==> src/rtl/trap_pkg.sv <==
package trap_pkg;

  typedef enum logic [1:0] {
    ST_IDLE = 2'd0,
    ST_CAP  = 2'd1,
    ST_CALC = 2'd2,
    ST_DONE = 2'd3
  } trap_state_e;

endpackage

==> src/rtl/trap_rst_sync.sv <==
module trap_rst_sync #(
  parameter int STAGES = 2
) (
  input  logic clk,
  input  logic rst_n,
  output logic rst_sn
);

  logic [STAGES-1:0] sync_q;

  always_ff @(posedge clk or negedge rst_n) begin
    if (!rst_n) sync_q <= '0;
    else        sync_q <= {sync_q[STAGES-2:0], 1'b1};
  end

  assign rst_sn = sync_q[STAGES-1];

endmodule

==> src/rtl/trap_decode.sv <==
module trap_decode #(
  parameter int          HW_W      = 16,
  parameter int          VEC_W     = 5,
  parameter logic [15:0] FIRST_PAT = 16'h07E0,
  parameter logic [15:0] SECOND_PAT = 16'h0100
) (
  input  logic [HW_W-1:0]  hw0,
  input  logic [HW_W-1:0]  hw1,
  output logic             is_trap,
  output logic [VEC_W-1:0] vec
);

  localparam int OPC_W = HW_W - VEC_W;

  logic [OPC_W-1:0] opc_field;
  logic             first_hit;
  logic             second_hit;

  always_comb begin
    opc_field  = hw0[HW_W-1:VEC_W];
    first_hit  = (opc_field == FIRST_PAT[HW_W-1:VEC_W]);
    second_hit = (hw1 == SECOND_PAT[HW_W-1:0]);
    is_trap    = first_hit && second_hit;
    vec        = hw0[VEC_W-1:0];
  end

endmodule

==> src/rtl/trap_seq_fsm.sv <==
module trap_seq_fsm
  import trap_pkg::*;
(
  input  logic clk,
  input  logic rst_n,
  input  logic start,
  output logic cap_en,
  output logic calc_en,
  output logic commit_en,
  output logic busy,
  output logic done
);

  trap_state_e state_q, state_d;

  always_comb begin
    state_d = state_q;
    unique case (state_q)
      ST_IDLE: if (start) state_d = ST_CAP;
      ST_CAP:  state_d = ST_CALC;
      ST_CALC: state_d = ST_DONE;
      ST_DONE: state_d = ST_IDLE;
      default: state_d = ST_IDLE;
    endcase
  end

  always_ff @(posedge clk or negedge rst_n) begin
    if (!rst_n) state_q <= ST_IDLE;
    else        state_q <= state_d;
  end

  always_comb begin
    cap_en    = (state_q == ST_IDLE) && start;
    calc_en   = (state_q == ST_CAP);
    commit_en = (state_q == ST_CALC);
    busy      = (state_q == ST_CAP) || (state_q == ST_CALC);
    done      = (state_q == ST_DONE);
  end

  AST_BUSY_TWO_CYCLES: assert property (@(posedge clk) disable iff (!rst_n)
    $rose(busy) |=> busy);
  AST_DONE_ONE_CYCLE: assert property (@(posedge clk) disable iff (!rst_n)
    done |=> !done);
  AST_DONE_FOLLOWS_BUSY: assert property (@(posedge clk) disable iff (!rst_n)
    done |-> ($past(busy) && !busy));
  AST_NO_START_WHEN_ACTIVE: assert property (@(posedge clk) disable iff (!rst_n)
    (busy || done) |=> !$rose(busy));

endmodule

==> src/rtl/trap_ctx_calc.sv <==
module trap_ctx_calc #(
  parameter int              XLEN       = 32,
  parameter int              VEC_W      = 5,
  parameter int              CODE_W     = 16,
  parameter int              EP_BIT     = 6,
  parameter int              ID_BIT     = 5,
  parameter logic [XLEN-1:0] HANDLER_LO = 32'h0000_0040,
  parameter logic [XLEN-1:0] HANDLER_HI = 32'h0000_0050,
  parameter logic [CODE_W-1:0] CODE_BASE = 16'h0040
) (
  input  logic              clk,
  input  logic              rst_n,
  input  logic              cap_en,
  input  logic              calc_en,
  input  logic              commit_en,
  input  logic [VEC_W-1:0]  vec_i,
  input  logic [XLEN-1:0]   pc_i,
  input  logic [XLEN-1:0]   psw_i,
  output logic [XLEN-1:0]   epc_o,
  output logic [XLEN-1:0]   epsw_o,
  output logic [CODE_W-1:0] cause_o,
  output logic [XLEN-1:0]   npsw_o,
  output logic [XLEN-1:0]   npc_o
);

  localparam logic [XLEN-1:0] RET_OFS  = XLEN'(4);
  localparam logic [XLEN-1:0] SET_MASK = (XLEN'(1) << EP_BIT) | (XLEN'(1) << ID_BIT);

  // stage 1: capture
  logic [VEC_W-1:0]  vec_q;
  logic [XLEN-1:0]   pc_q, psw_q;
  // stage 2: computed context
  logic [XLEN-1:0]   epc_s, epsw_s, npsw_s, npc_s;
  logic [CODE_W-1:0] cause_s;
  logic [XLEN-1:0]   epc_c, npsw_c, npc_c;
  logic [CODE_W-1:0] cause_c;
  // stage 3: committed outputs
  logic [XLEN-1:0]   epc_q, epsw_q, npsw_q, npc_q;
  logic [CODE_W-1:0] cause_q;

  always_ff @(posedge clk or negedge rst_n) begin
    if (!rst_n) begin
      vec_q <= '0;
      pc_q  <= '0;
      psw_q <= '0;
    end else if (cap_en) begin
      vec_q <= vec_i;
      pc_q  <= pc_i;
      psw_q <= psw_i;
    end
  end

  always_comb begin
    epc_c   = pc_q + RET_OFS;
    npsw_c  = psw_q | SET_MASK;
    cause_c = CODE_W'(vec_q) + CODE_BASE;
    npc_c   = vec_q[VEC_W-1] ? HANDLER_HI : HANDLER_LO;
  end

  always_ff @(posedge clk or negedge rst_n) begin
    if (!rst_n) begin
      epc_s   <= '0;
      epsw_s  <= '0;
      npsw_s  <= '0;
      npc_s   <= '0;
      cause_s <= '0;
    end else if (calc_en) begin
      epc_s   <= epc_c;
      epsw_s  <= psw_q;
      npsw_s  <= npsw_c;
      npc_s   <= npc_c;
      cause_s <= cause_c;
    end
  end

  always_ff @(posedge clk or negedge rst_n) begin
    if (!rst_n) begin
      epc_q   <= '0;
      epsw_q  <= '0;
      npsw_q  <= '0;
      npc_q   <= '0;
      cause_q <= '0;
    end else if (commit_en) begin
      epc_q   <= epc_s;
      epsw_q  <= epsw_s;
      npsw_q  <= npsw_s;
      npc_q   <= npc_s;
      cause_q <= cause_s;
    end
  end

  assign epc_o   = epc_q;
  assign epsw_o  = epsw_q;
  assign cause_o = cause_q;
  assign npsw_o  = npsw_q;
  assign npc_o   = npc_q;

  AST_EPC_FROM_CAPTURE: assert property (@(posedge clk) disable iff (!rst_n)
    commit_en |=> (epc_o == $past(pc_q) + RET_OFS));
  AST_PSW_BITS_SET: assert property (@(posedge clk) disable iff (!rst_n)
    commit_en |=> (npsw_o[EP_BIT] && npsw_o[ID_BIT]));
  AST_CAUSE_FROM_VEC: assert property (@(posedge clk) disable iff (!rst_n)
    commit_en |=> (cause_o == CODE_W'($past(vec_q)) + CODE_BASE));
  AST_HANDLER_LEGAL: assert property (@(posedge clk) disable iff (!rst_n)
    commit_en |=> (npc_o == HANDLER_LO || npc_o == HANDLER_HI));
  AST_OUTPUTS_HOLD: assert property (@(posedge clk) disable iff (!rst_n)
    !commit_en |=> ($stable(epc_o) && $stable(npc_o) && $stable(cause_o)));

endmodule

==> src/rtl/trap_entry_seq.sv <==
module trap_entry_seq #(
  parameter int                XLEN       = 32,
  parameter int                HW_W       = 16,
  parameter int                VEC_W      = 5,
  parameter int                CODE_W     = 16,
  parameter int                EP_BIT     = 6,
  parameter int                ID_BIT     = 5,
  parameter logic [XLEN-1:0]   HANDLER_LO = 32'h0000_0040,
  parameter logic [XLEN-1:0]   HANDLER_HI = 32'h0000_0050,
  parameter logic [CODE_W-1:0] CODE_BASE  = 16'h0040
) (
  input  logic              clk,
  input  logic              rst_n,
  input  logic              req_i,
  input  logic [HW_W-1:0]   hw0_i,
  input  logic [HW_W-1:0]   hw1_i,
  input  logic [XLEN-1:0]   pc_i,
  input  logic [XLEN-1:0]   psw_i,
  output logic              busy_o,
  output logic              done_o,
  output logic [XLEN-1:0]   epc_o,
  output logic [XLEN-1:0]   epsw_o,
  output logic [CODE_W-1:0] cause_o,
  output logic [XLEN-1:0]   npsw_o,
  output logic [XLEN-1:0]   npc_o
);

  logic             rst_sn;
  logic             is_trap;
  logic [VEC_W-1:0] vec;
  logic             start;
  logic             cap_en, calc_en, commit_en;

  trap_rst_sync #(.STAGES(2)) u_rst (
    .clk    (clk),
    .rst_n  (rst_n),
    .rst_sn (rst_sn)
  );

  trap_decode #(.HW_W(HW_W), .VEC_W(VEC_W)) u_dec (
    .hw0     (hw0_i),
    .hw1     (hw1_i),
    .is_trap (is_trap),
    .vec     (vec)
  );

  assign start = req_i && is_trap;

  trap_seq_fsm u_fsm (
    .clk       (clk),
    .rst_n     (rst_sn),
    .start     (start),
    .cap_en    (cap_en),
    .calc_en   (calc_en),
    .commit_en (commit_en),
    .busy      (busy_o),
    .done      (done_o)
  );

  trap_ctx_calc #(
    .XLEN(XLEN), .VEC_W(VEC_W), .CODE_W(CODE_W), .EP_BIT(EP_BIT), .ID_BIT(ID_BIT),
    .HANDLER_LO(HANDLER_LO), .HANDLER_HI(HANDLER_HI), .CODE_BASE(CODE_BASE)
  ) u_ctx (
    .clk       (clk),
    .rst_n     (rst_sn),
    .cap_en    (cap_en),
    .calc_en   (calc_en),
    .commit_en (commit_en),
    .vec_i     (vec),
    .pc_i      (pc_i),
    .psw_i     (psw_i),
    .epc_o     (epc_o),
    .epsw_o    (epsw_o),
    .cause_o   (cause_o),
    .npsw_o    (npsw_o),
    .npc_o     (npc_o)
  );

  AST_IDLE_BAD_ENCODING: assert property (@(posedge clk) disable iff (!rst_sn)
    (!busy_o && !done_o && req_i && !is_trap) |=> !busy_o);
  AST_COMMIT_WITH_DONE: assert property (@(posedge clk) disable iff (!rst_sn)
    !done_o |-> ($stable(epsw_o) && $stable(npsw_o)));

endmodule

==> config.mk <==
export PLATFORM = sky130hd
export DESIGN_NAME = trap_entry_seq
export DESIGN_NICKNAME = d
export VERILOG_FILES = /design/src/rtl/trap_pkg.sv /design/src/rtl/trap_rst_sync.sv /design/src/rtl/trap_decode.sv /design/src/rtl/trap_seq_fsm.sv /design/src/rtl/trap_ctx_calc.sv /design/src/rtl/trap_entry_seq.sv
export SDC_FILE = /design/constraint.sdc
export NUM_CORES = 1
export LEC_CHECK = 0
export ABC_CLOCK_PERIOD_IN_PS = 20200
export BUFFER_PORTS_ARGS = -buffer_cell sky130_fd_sc_hd__buf_2
export CORE_UTILIZATION = 45
export CTS_BUF_LIST = sky130_fd_sc_hd__clkbuf_8 sky130_fd_sc_hd__clkbuf_16
export CTS_CLUSTER_SIZE = 12
export DETAILED_ROUTE_END_ITERATION = 7
export GPL_TIMING_DRIVEN = 0
export HOLD_SLACK_MARGIN = 0.12
export PLACE_DENSITY_LB_ADDON = 0.25
export SYNTH_ARGS = -nofsm -noshare
export SYNTH_HDL_FRONTEND = slang
export SYNTH_HIERARCHICAL = 1
export SYNTH_SLANG_ARGS = --single-unit
==> constraint.sdc <==
create_clock -name clk -period 20.2 [get_ports clk]
set_input_delay 2.02 -clock clk [delete_from_list [all_inputs] [get_ports clk]]
set_output_delay 2.02 -clock clk [all_outputs]
set_load 0.01 [all_outputs]
==> metrics <==
status=complete, no violations; most frequent cells in the layout=dfrtp_1, buf_2, mux2_2; global-route wire length before repair=30,800 um; r2r worst-path depth=7; DP HPWL=13,600 um; max-slew violation count=0; clk slew on worst S/H paths=0.06 ns; Residual DRC=0; vias per cell=4.83; crit path buf inv count=3; nets=1,057; EDFF count, synth=0; vias in the first global route=5,789; FMAX=246 MHz; crit path kind=input port to register; clk_lat worst skew=0.51 ns; Tmin final=4.06 ns; die area=21,100 sq um; Sequential Area=5330 sq um; number of port buffers=199; Max FO, Critical Path=10; Tcrit/Tclk final=20.1%; synthesized area per cell=13.5 sq um; Yosys cell types=46; Crit Reg-Reg Endpoint=u_ctx/epc_s[30]; PwrDens=75.3 nW/um^2; sequential fraction of the synthesis area=57.8%; worst slew pin tran=0.723 ns; H-tree levels=1; CP Launch Type=input port; fillers=1,658; sequential share of power=49.4%; ys async rst share=100%; combinational share of power=3.5%; chip width=145 um; Final setup violation count=0; Mapped Cells=685; largest net degree at the start of global routing=70; internal power=0.687 mW; Crit path max-delay family=buffers and inverters; Syn Std Cell Area=9220 sq um; setup_tns=0 ns; Switching Fraction=20.9%; Die Y-Extent=145 um; pre-CTS setup slack=15.55 ns; CTS tree=yes; num rows=51; Final Util=58.4%; critical path endpoint category=register; CP Data Required Time=20.58 ns; CTS Buffer Depth=3; first-pass detailed-route iteration total=4; predominant post-synthesis flop cell=dfrtp_1; max-cap violations=0; clock sink total=213; Lkg Pwr=6.17 nW; VDD IR-drop max=0.0583 mV; Setup Buffers After CTS=0; clk root buf=clkbuf_16; CTS resizes=0; final hold violations=0; commonest non-fill, non-tap cell in the layout=dfrtp_1; wire per inst=15.3 um; Clk pwr share=47.1%; Core ar.=19,800 sq um; CP max stage cell=clkbuf_1; RSZ-0062 raised after global routing=no; # hold bufs at CTS=0; Tot GR Track Use=18.2%; worst min-delay path class=register to asynchronous set/reset pin; number of cells on the critical path=9; Worst Skew=0.0107 ns; Post-DRT Antenna Nets=0; Critical Path Source=hw0_i[11]; Slowest Stage Delay on Critical Path=0.61 ns; #FFs+latches synth=213; switching power=0.182 mW; r2r setup slk=17.31 ns; synthesis warning total=6; slew margin rel.=51.8%; RD Place Congestion=0.779; FF-to-FF Start=u_fsm/state_q[1]; grt ovf=0; initial drt markers=183; Layout area overhead=25.2%; CTS Buf Count=24; critical path data arrival time=4.44 ns; IO Count=245; multi-input logic area=3290 sq um; share of cells above drive strength 1=52.8%; setup ws final=16.14 ns; initial antenna violation count=2; via count=5,961; drt total wl=18,900 um; Critical Path, Cell by Cell=buf_2 > nor4_2 > nand2_1 > nor4_2 > and2_1 > and2_2 > clkbuf_1 > clkbuf_1 > mux2_2; Starting Density=46.6%; CP Capture Point=u_ctx/psw_q[29]
==> flip-flops by register name (all words and copies together) (netlist names), 2 cells and up <==
register,flops
u_fsm/state_q,2
u_ctx/vec_q,5
u_ctx/epsw_s,32
u_ctx/epsw_o,32
u_ctx/psw_q,32
u_ctx/epc_s,32
u_ctx/epc_o,32
u_ctx/cause_o,5
u_ctx/pc_q,32
u_rst/sync_q,2
u_ctx/cause_s,5
==> area by class of cell <==
| type | count | area share (%) |
|---|---|---|
| sequential | 213 | 46.2 |
| antenna | 1 | 0.0217 |
| buffer | 114 | 6.36 |
| clock inverter | 12 | 0.477 |
| inverter | 4 | 0.130 |
| clock buffer | 31 | 6.13 |
| multi-input combinational | 393 | 28.5 |
| timing repair buffer | 202 | 9.34 |
| tap | 265 | 2.87 |
==> logic make-up after synthesis <==
family,after synthesis,synth area share (%)
DFF,213,57.8
muxes,180,22.0
buffers and inverters,118,8.13
and+or+nand+nor,109,6.96
AOI/OAI and AO/OA,46,3.14
xor gates and xnor gates,11,1.05
adders and majority gates,6,0.814
other,2,0.0815
==> metrics by stage <==
step                hold slack, ns  instance area [sq um]  power [mW]  instances
finish                       0.283                  11500       0.869       1235
global route                 0.333                  11500       0.901       1234
CTS                          0.307                  11500       0.881       1234
detailed placement           0.295                  10800       0.468       1191
global placement             0.336                  10700       0.466       1188
floorplan                    0.331                   9370       0.454        724
==> how the worst min path moves through the flow <==
stage	endpoint	from	slack, ns	depth (start not counted)
3_3_place_gp	u_rst/sync_q[1]	u_rst/sync_q[0]	0.34	0
6_report	u_ctx/psw_q[25]	u_rst/sync_q[1]	0.28	0
4_1_cts	u_ctx/psw_q[25]	u_rst/sync_q[1]	0.31	0
3_5_place_dp	u_ctx/psw_q[25]	u_rst/sync_q[1]	0.29	0
2_1_floorplan	u_rst/sync_q[1]	u_rst/sync_q[0]	0.33	0
5_1_grt	u_ctx/psw_q[25]	u_rst/sync_q[1]	0.33	0
==> synth_stat cells, drive strengths merged, types with 2 or more instances <==
master  count  area, sq um
o311ai      3         26.3
or3         5         32.5
or4        13          101
nand2      15         56.3
a31oi      13         81.3
nand2b      2         20.0
nor4        4         43.8
and4        4         36.3
ha          6         75.1
and2        4         26.3
o31ai       9         67.6
a21oi      12         60.1
o21ai       6         30.0
mux2      179         2020
dfrtp     213         5330
nand4       9         62.6
o211ai      2         15.0
inv         4         15.0
xnor2       3         26.3
and3        4         25.0
nand3      14         70.1
nand4b      2         17.5
conb        2         7.51
nor2       27          101
buf        85          626
xor2        8         70.1
clkbuf     29          109
==> power by group through the flow <==
stage	combinational, mW	sequential, mW	clock, mW
2_1_floorplan	0.0121	0.442	0
3_3_place_gp	0.0218	0.444	0
3_5_place_dp	0.0310	0.437	0
4_1_cts	0.0311	0.429	0.420
5_1_grt	0.0344	0.429	0.437
6_report	0.0307	0.429	0.409
==> metal layers <==
layer,up-vias,track usage [%],part of all wire [%]
li1,2849,-,-
met1,2902,23.8,43
met2,177,30.5,48
met3,31,4.47,6.5
met4,2,3.79,1.8
met5,-,0,0.069
Note: power is estimated with default switching activity, not from simulation.
